[config.mk]
export PLATFORM = sky130hd
export DESIGN_NAME = servo_pwm_pair
export DESIGN_NICKNAME = d
export VERILOG_FILES = /design/src/rtl/servo_pwm_pkg.sv /design/src/rtl/servo_frame_counter.sv /design/src/rtl/servo_cmd_limiter.sv /design/src/rtl/servo_pulse_channel.sv /design/src/rtl/servo_pwm_pair.sv
export SDC_FILE = /design/constraint.sdc
export NUM_CORES = 1
export LEC_CHECK = 0
export BUFFER_PORTS_ARGS = -buffer_cell sky130_fd_sc_hd__clkbuf_2
export CORE_MARGIN = 2
export CORE_UTILIZATION = 66
export CTS_BUF_LIST = sky130_fd_sc_hd__clkbuf_4 sky130_fd_sc_hd__clkbuf_8
export DETAILED_ROUTE_END_ITERATION = 10
export GPL_ROUTABILITY_DRIVEN = 0
export PLACE_DENSITY = 0.87
export SYNTH_ARGS = -nofsm -noshare
export SYNTH_HDL_FRONTEND = slang
export SYNTH_HIERARCHICAL = 1
export SYNTH_SLANG_ARGS = --single-unit
export TNS_END_PERCENT = 50
[constraint.sdc]
create_clock -name clk -period 5.7 [get_ports clk]
set_clock_uncertainty 0.2 [all_clocks]
set_input_delay 0.57 -clock clk [delete_from_list [all_inputs] [get_ports clk]]
set_output_delay 0.57 -clock clk [all_outputs]
set_load 0.05 [all_outputs]
[src/rtl/servo_pwm_pkg.sv]
package servo_pwm_pkg;

  localparam int AXIS_COUNT = 2;

  // Unsigned saturation of a requested width into [lo, hi].
  function automatic logic [31:0] saturate_ticks(input logic [31:0] req,
                                                 input logic [31:0] lo,
                                                 input logic [31:0] hi);
    if (req < lo) return lo;
    if (req > hi) return hi;
    return req;
  endfunction

endpackage

[src/rtl/servo_frame_counter.sv]
module servo_frame_counter #(
  parameter int FRAME_TICKS = 2000000,
  parameter int CNT_W       = 21
) (
  input  logic             clk,
  input  logic             rst,
  output logic [CNT_W-1:0] tick,
  output logic             frame_last
);

  localparam logic [CNT_W-1:0] LAST_TICK = CNT_W'(FRAME_TICKS - 1);

  assign frame_last = (tick == LAST_TICK);

  always_ff @(posedge clk) begin
    if (rst)             tick <= '0;
    else if (frame_last) tick <= '0;
    else                 tick <= tick + 1'b1;
  end

  assert_tick_bound_R1: assert property (@(posedge clk) disable iff (rst)
    tick <= LAST_TICK);

  assert_wrap_R1: assert property (@(posedge clk) disable iff (rst)
    frame_last |=> (tick == '0));

  assert_step_R1: assert property (@(posedge clk) disable iff (rst)
    !frame_last |=> (tick == $past(tick) + 1'b1));

endmodule

[src/rtl/servo_cmd_limiter.sv]
module servo_cmd_limiter
  import servo_pwm_pkg::*;
#(
  parameter int CMD_W = 21,
  parameter int LO    = 100000,
  parameter int HI    = 200000,
  parameter int INIT  = 150000
) (
  input  logic             clk,
  input  logic             rst,
  input  logic [CMD_W-1:0] req,
  input  logic             we,
  output logic [CMD_W-1:0] staged
);

  logic [31:0] limited;

  always_comb limited = saturate_ticks(32'(req), 32'(LO), 32'(HI));

  always_ff @(posedge clk) begin
    if (rst)     staged <= CMD_W'(INIT);
    else if (we) staged <= limited[CMD_W-1:0];
  end

  // staged width always sits inside the window
  assert_staged_window_R3: assert property (@(posedge clk) disable iff (rst)
    (32'(staged) >= 32'(LO)) && (32'(staged) <= 32'(HI)));

  assert_low_request_R4: assert property (@(posedge clk) disable iff (rst)
    (we && (32'(req) < 32'(LO))) |=> (32'(staged) == 32'(LO)));

  assert_no_strobe_R7: assert property (@(posedge clk) disable iff (rst)
    !we |=> $stable(staged));

endmodule

[src/rtl/servo_pulse_channel.sv]
module servo_pulse_channel #(
  parameter int CMD_W = 21,
  parameter int INIT  = 150000
) (
  input  logic             clk,
  input  logic             rst,
  input  logic [CMD_W-1:0] tick,
  input  logic             frame_last,
  input  logic [CMD_W-1:0] staged,
  output logic             pwm
);

  logic [CMD_W-1:0] active_w;

  // Width loaded only as the counter wraps
  always_ff @(posedge clk) begin
    if (rst)             active_w <= CMD_W'(INIT);
    else if (frame_last) active_w <= staged;
  end

  always_ff @(posedge clk) begin
    if (rst) pwm <= 1'b0;
    else     pwm <= (tick < active_w);
  end

  assert_hold_mid_frame_R6: assert property (@(posedge clk) disable iff (rst)
    !frame_last |=> $stable(active_w));

  assert_single_pulse_R6: assert property (@(posedge clk) disable iff (rst)
    ((tick != '0) && !pwm) |=> !pwm);

  assert_pulse_start_R2: assert property (@(posedge clk) disable iff (rst)
    ((tick == '0) && (active_w != '0)) |=> pwm);

  assert_reset_low_R5: assert property (@(posedge clk)
    rst |=> !pwm);

endmodule

[src/rtl/servo_pwm_pair.sv]
module servo_pwm_pair
  import servo_pwm_pkg::*;
#(
  parameter int FRAME_TICKS  = 2000000,
  parameter int CMD_W        = 21,
  parameter int PAN_MIN      = 100000,
  parameter int PAN_MAX      = 200000,
  parameter int TILT_MIN     = 70000,
  parameter int TILT_MAX     = 190000,
  parameter int CENTER_TICKS = 150000
) (
  input  logic             clk,
  input  logic             rst,
  input  logic [CMD_W-1:0] pan_req,
  input  logic             pan_we,
  input  logic [CMD_W-1:0] tilt_req,
  input  logic             tilt_we,
  output logic             pan_pwm,
  output logic             tilt_pwm
);

  logic [CMD_W-1:0] tick;
  logic             frame_last;

  logic [CMD_W-1:0] req_a    [AXIS_COUNT];
  logic             we_a     [AXIS_COUNT];
  logic [CMD_W-1:0] staged_a [AXIS_COUNT];
  logic             pwm_a    [AXIS_COUNT];

  assign req_a[0] = pan_req;
  assign req_a[1] = tilt_req;
  assign we_a[0]  = pan_we;
  assign we_a[1]  = tilt_we;
  assign pan_pwm  = pwm_a[0];
  assign tilt_pwm = pwm_a[1];

  servo_frame_counter #(
    .FRAME_TICKS(FRAME_TICKS),
    .CNT_W      (CMD_W)
  ) u_frame (
    .clk       (clk),
    .rst       (rst),
    .tick      (tick),
    .frame_last(frame_last)
  );

  for (genvar g = 0; g < AXIS_COUNT; g++) begin : g_axis
    localparam int LO = (g == 0) ? PAN_MIN : TILT_MIN;
    localparam int HI = (g == 0) ? PAN_MAX : TILT_MAX;

    servo_cmd_limiter #(
      .CMD_W(CMD_W),
      .LO   (LO),
      .HI   (HI),
      .INIT (CENTER_TICKS)
    ) u_limit (
      .clk   (clk),
      .rst   (rst),
      .req   (req_a[g]),
      .we    (we_a[g]),
      .staged(staged_a[g])
    );

    servo_pulse_channel #(
      .CMD_W(CMD_W),
      .INIT (CENTER_TICKS)
    ) u_chan (
      .clk       (clk),
      .rst       (rst),
      .tick      (tick),
      .frame_last(frame_last),
      .staged    (staged_a[g]),
      .pwm       (pwm_a[g])
    );
  end

endmodule

==> flow_metrics.tcl <==
set metrics [dict create \
    reg2reg_from "u_frame/tick[0]" \
    coreArea_um2 7767 \
    grt_pass1_wl_mm 19.98 \
    htreeDepth 3 \
    synth_edf_count 0 \
    via_per_inst 6.223 \
    crit_buf_inv 1 \
    ff2ff_setup_slack_ps 2630 \
    hp-class "input port to flip-flop" \
    criticalPathCategory "flip-flop to flip-flop" \
    final_cell_mix "dfxtp_1, nor2_1, inv_1, clkbuf_2, ha_1" \
    period_needed_ps 3066 \
    seq_area_um2 2142 \
    first_pass_iters 5 \
    synthArstFlopShare_pct 0 \
    min_to "g_axis[1].u_limit/staged[2]" \
    synth.cell_area_um2 5306 \
    synth_mux_area_share_pct 4.905 \
    tns_ps 0 \
    postSynthAreaPerCell_um2 9.086 \
    clock-sinks 107 \
    global_route.usage.total_pct 28.51 \
    diodes 0 \
    slowest_stage "buf_4" \
    slew_viol_final 0 \
    synthAdderAreaFrac_pct 9.668 \
    fp.dieW_um 93.67 \
    worst_ir_drop_vdd_mv 0.1620 \
    crit_chain "ha_1 -> nand4_2 -> or4b_4 -> nor4_2 -> buf_4 -> mux2i_1 -> nor2_1" \
    cts_hold_buf 0 \
    initial_utilization_pct 68.32 \
    netlist.area_leader.share_pct 40.37 \
    io_buffers 47 \
    antenna_found_initial 0 \
    rsz0062_at_grt "no" \
    vias 4549 \
    final_common_cell "dfxtp_1" \
    rows 32 \
    wire_per_inst_um 16.13 \
    worst_slew_pin_slew_ps 1103 \
    crit_start "u_frame/tick[0]" \
    drive_above_1_share_pct 14.79 \
    die_y_um 93.67 \
    grt_pass1_vias 4334 \
    first_iter_violations 378 \
    cts_tree "built" \
    nets 711 \
    cts_buffers 9 \
    synth_seq_cells 107 \
    overflow 0 \
    netlist_instances 584 \
    yosys.area_share.simple_pct 19.48 \
    period_share_pct 53.79 \
    max_stage_delay_ps 620 \
    multi_input_area_um2 2883 \
    ys_seq_area_share_pct 40.37 \
    status "finished, final reports clean" \
    critPathRequiredTime_ps 5770 \
    worst-path-max-fanout 58 \
    power_density_nw_per_um2 227.6 \
    synth_top_family_by_area "simple AND/OR/NAND/NOR gates" \
    syn_to_final_growth_pct 9.125 \
    hold_path_depth 2 \
    ioPinCount 48 \
    crit_path_end_kind "flip-flop" \
    dieArea_um2 8773 \
    ctsResizeCount 0 \
    cp-start-kind "flip-flop" \
    min-delay-start "tilt_req[2]" \
    hpwl_mm 8.759 \
    dpl-instance-area_um2 5598 \
    cts_setup_buffers 0 \
    grt_max_degree 59 \
    cap_violations 0 \
    synth_area_leaders "dfxtp_1, ha_1, mux2i_1" \
    yosys_warnings 6 \
    arrival_ps 3130 \
    ff2ff_path_depth 7 \
    cts-root-buf "clkbuf_8" \
    insertion_delay_ps 380 \
    synth_cell_type_count 64 \
    finalSetupViolations 0 \
    synth_area_leader_cell "dfxtp_1" \
    synthesis.nets 671 \
    synth_compound_area_share_pct 18.18 \
    num-fill-cells 597 \
    relSlewSlack_pct 26.18 \
    cpLargestDelayFamily "simple AND/OR/NAND/NOR gates" \
    clock_path_buffers 2 \
    routed_wl_mm 11.79 \
    postRouteAntennaNets 0 \
    final_area_um2 5791 \
    route.detailed.drc 0 \
    synthXorXnorAreaFrac_pct 1.981 \
    hold_viol 0 \
    r2r-end "g_axis[1].u_chan/active_w[2]" \
    fmax_mhz 326.2 \
    leakagePower_nw 2.425 \
    synthFlopType "dfxtp_1" \
    clkTransAtPathRegs_ps 110 \
]
## sequential cells by signal, summed over array words and instances, names as in the netlist
name and cells:
g_axis.u_chan/active_w 42, g_axis.u_limit/staged 42, u_frame/tick 21, g_axis.u_chan/pwm 2
## cells by family after synthesis
| logic type | count (synthesis) |
|---|---|
| simple gates | 197 |
| compound gates | 129 |
| flops | 107 |
| buf+inv | 72 |
| fa+ha+maj | 41 |
| mux | 26 |
| xor+xnor | 12 |
## Yosys cell counts (all sizes together), types with 4 or more instances
library cell / instances
a211oi: 6
a21o: 10
a21oi: 31
a41o: 5
and2: 12
and3: 6
and4: 4
buf: 4
clkbuf: 16
dfxtp: 107
ha: 41
inv: 51
mux2i: 26
nand2: 37
nand3: 19
nand4: 14
nor2: 59
nor2b: 5
nor3: 9
nor4: 9
o211ai: 19
o21a: 4
o21ai: 17
o31ai: 5
or4: 9
xnor2: 6
xor2: 6
## per-stage QoR
stage               power (mW)  util (%)  hold slack [ps]  setup WS (ps)  std cells
global route             1.372     74.55            218.6           2483        731
CTS                      1.327     74.55            213.9           2674        731
finish                   1.318     74.55            227.2           2634        731
detailed placement      0.8832     72.07            245.9           2677        715
global placement        0.8788     72.07            242.5           2848        715
floorplan               0.8428         -            229.5           2931        584
## power breakdown
group / internal, mW / switching (mW) / leakage, nW
clock network: 0.180 / 0.269 / 0.0998
logic: 0.0375 / 0.0597 / 1.46
registers: 0.761 / 0.00996 / 0.870
## layer usage
layer	vias up	global-route usage, %	wire length [um]
met5	-	0	0
met1	2159	39.06	5375
met3	23	6.019	719
met2	166	45.14	5509
li1	2201	-	-
met4	0	9.300	188
## how the worst max path moves through the flow
stage                                    end  slack [ps]  cells past startpoint
3_5_place_dp    g_axis[1].u_chan/active_w[2]        2680                      7
3_3_place_gp   g_axis[0].u_chan/active_w[12]        2850                      7
2_1_floorplan  g_axis[0].u_chan/active_w[11]        2930                      7
4_1_cts         g_axis[0].u_chan/active_w[9]        2670                      7
5_1_grt         g_axis[0].u_chan/active_w[9]        2480                      7
6_report        g_axis[1].u_chan/active_w[2]        2630                      7
## final cells by class
| cell class | count | area share, % |
|---|---|---|
| Clock inverter | 6 | 0.9507 |
| Multi-Input combinational cell | 405 | 49.78 |
| Tap cell | 102 | 2.204 |
| Clock buffer | 10 | 2.377 |
| Sequential cell | 107 | 36.99 |
| Timing Repair Buffer | 49 | 4.322 |
| Inverter | 52 | 3.371 |
No activity file was read; power rests on OpenSTA's default activity.
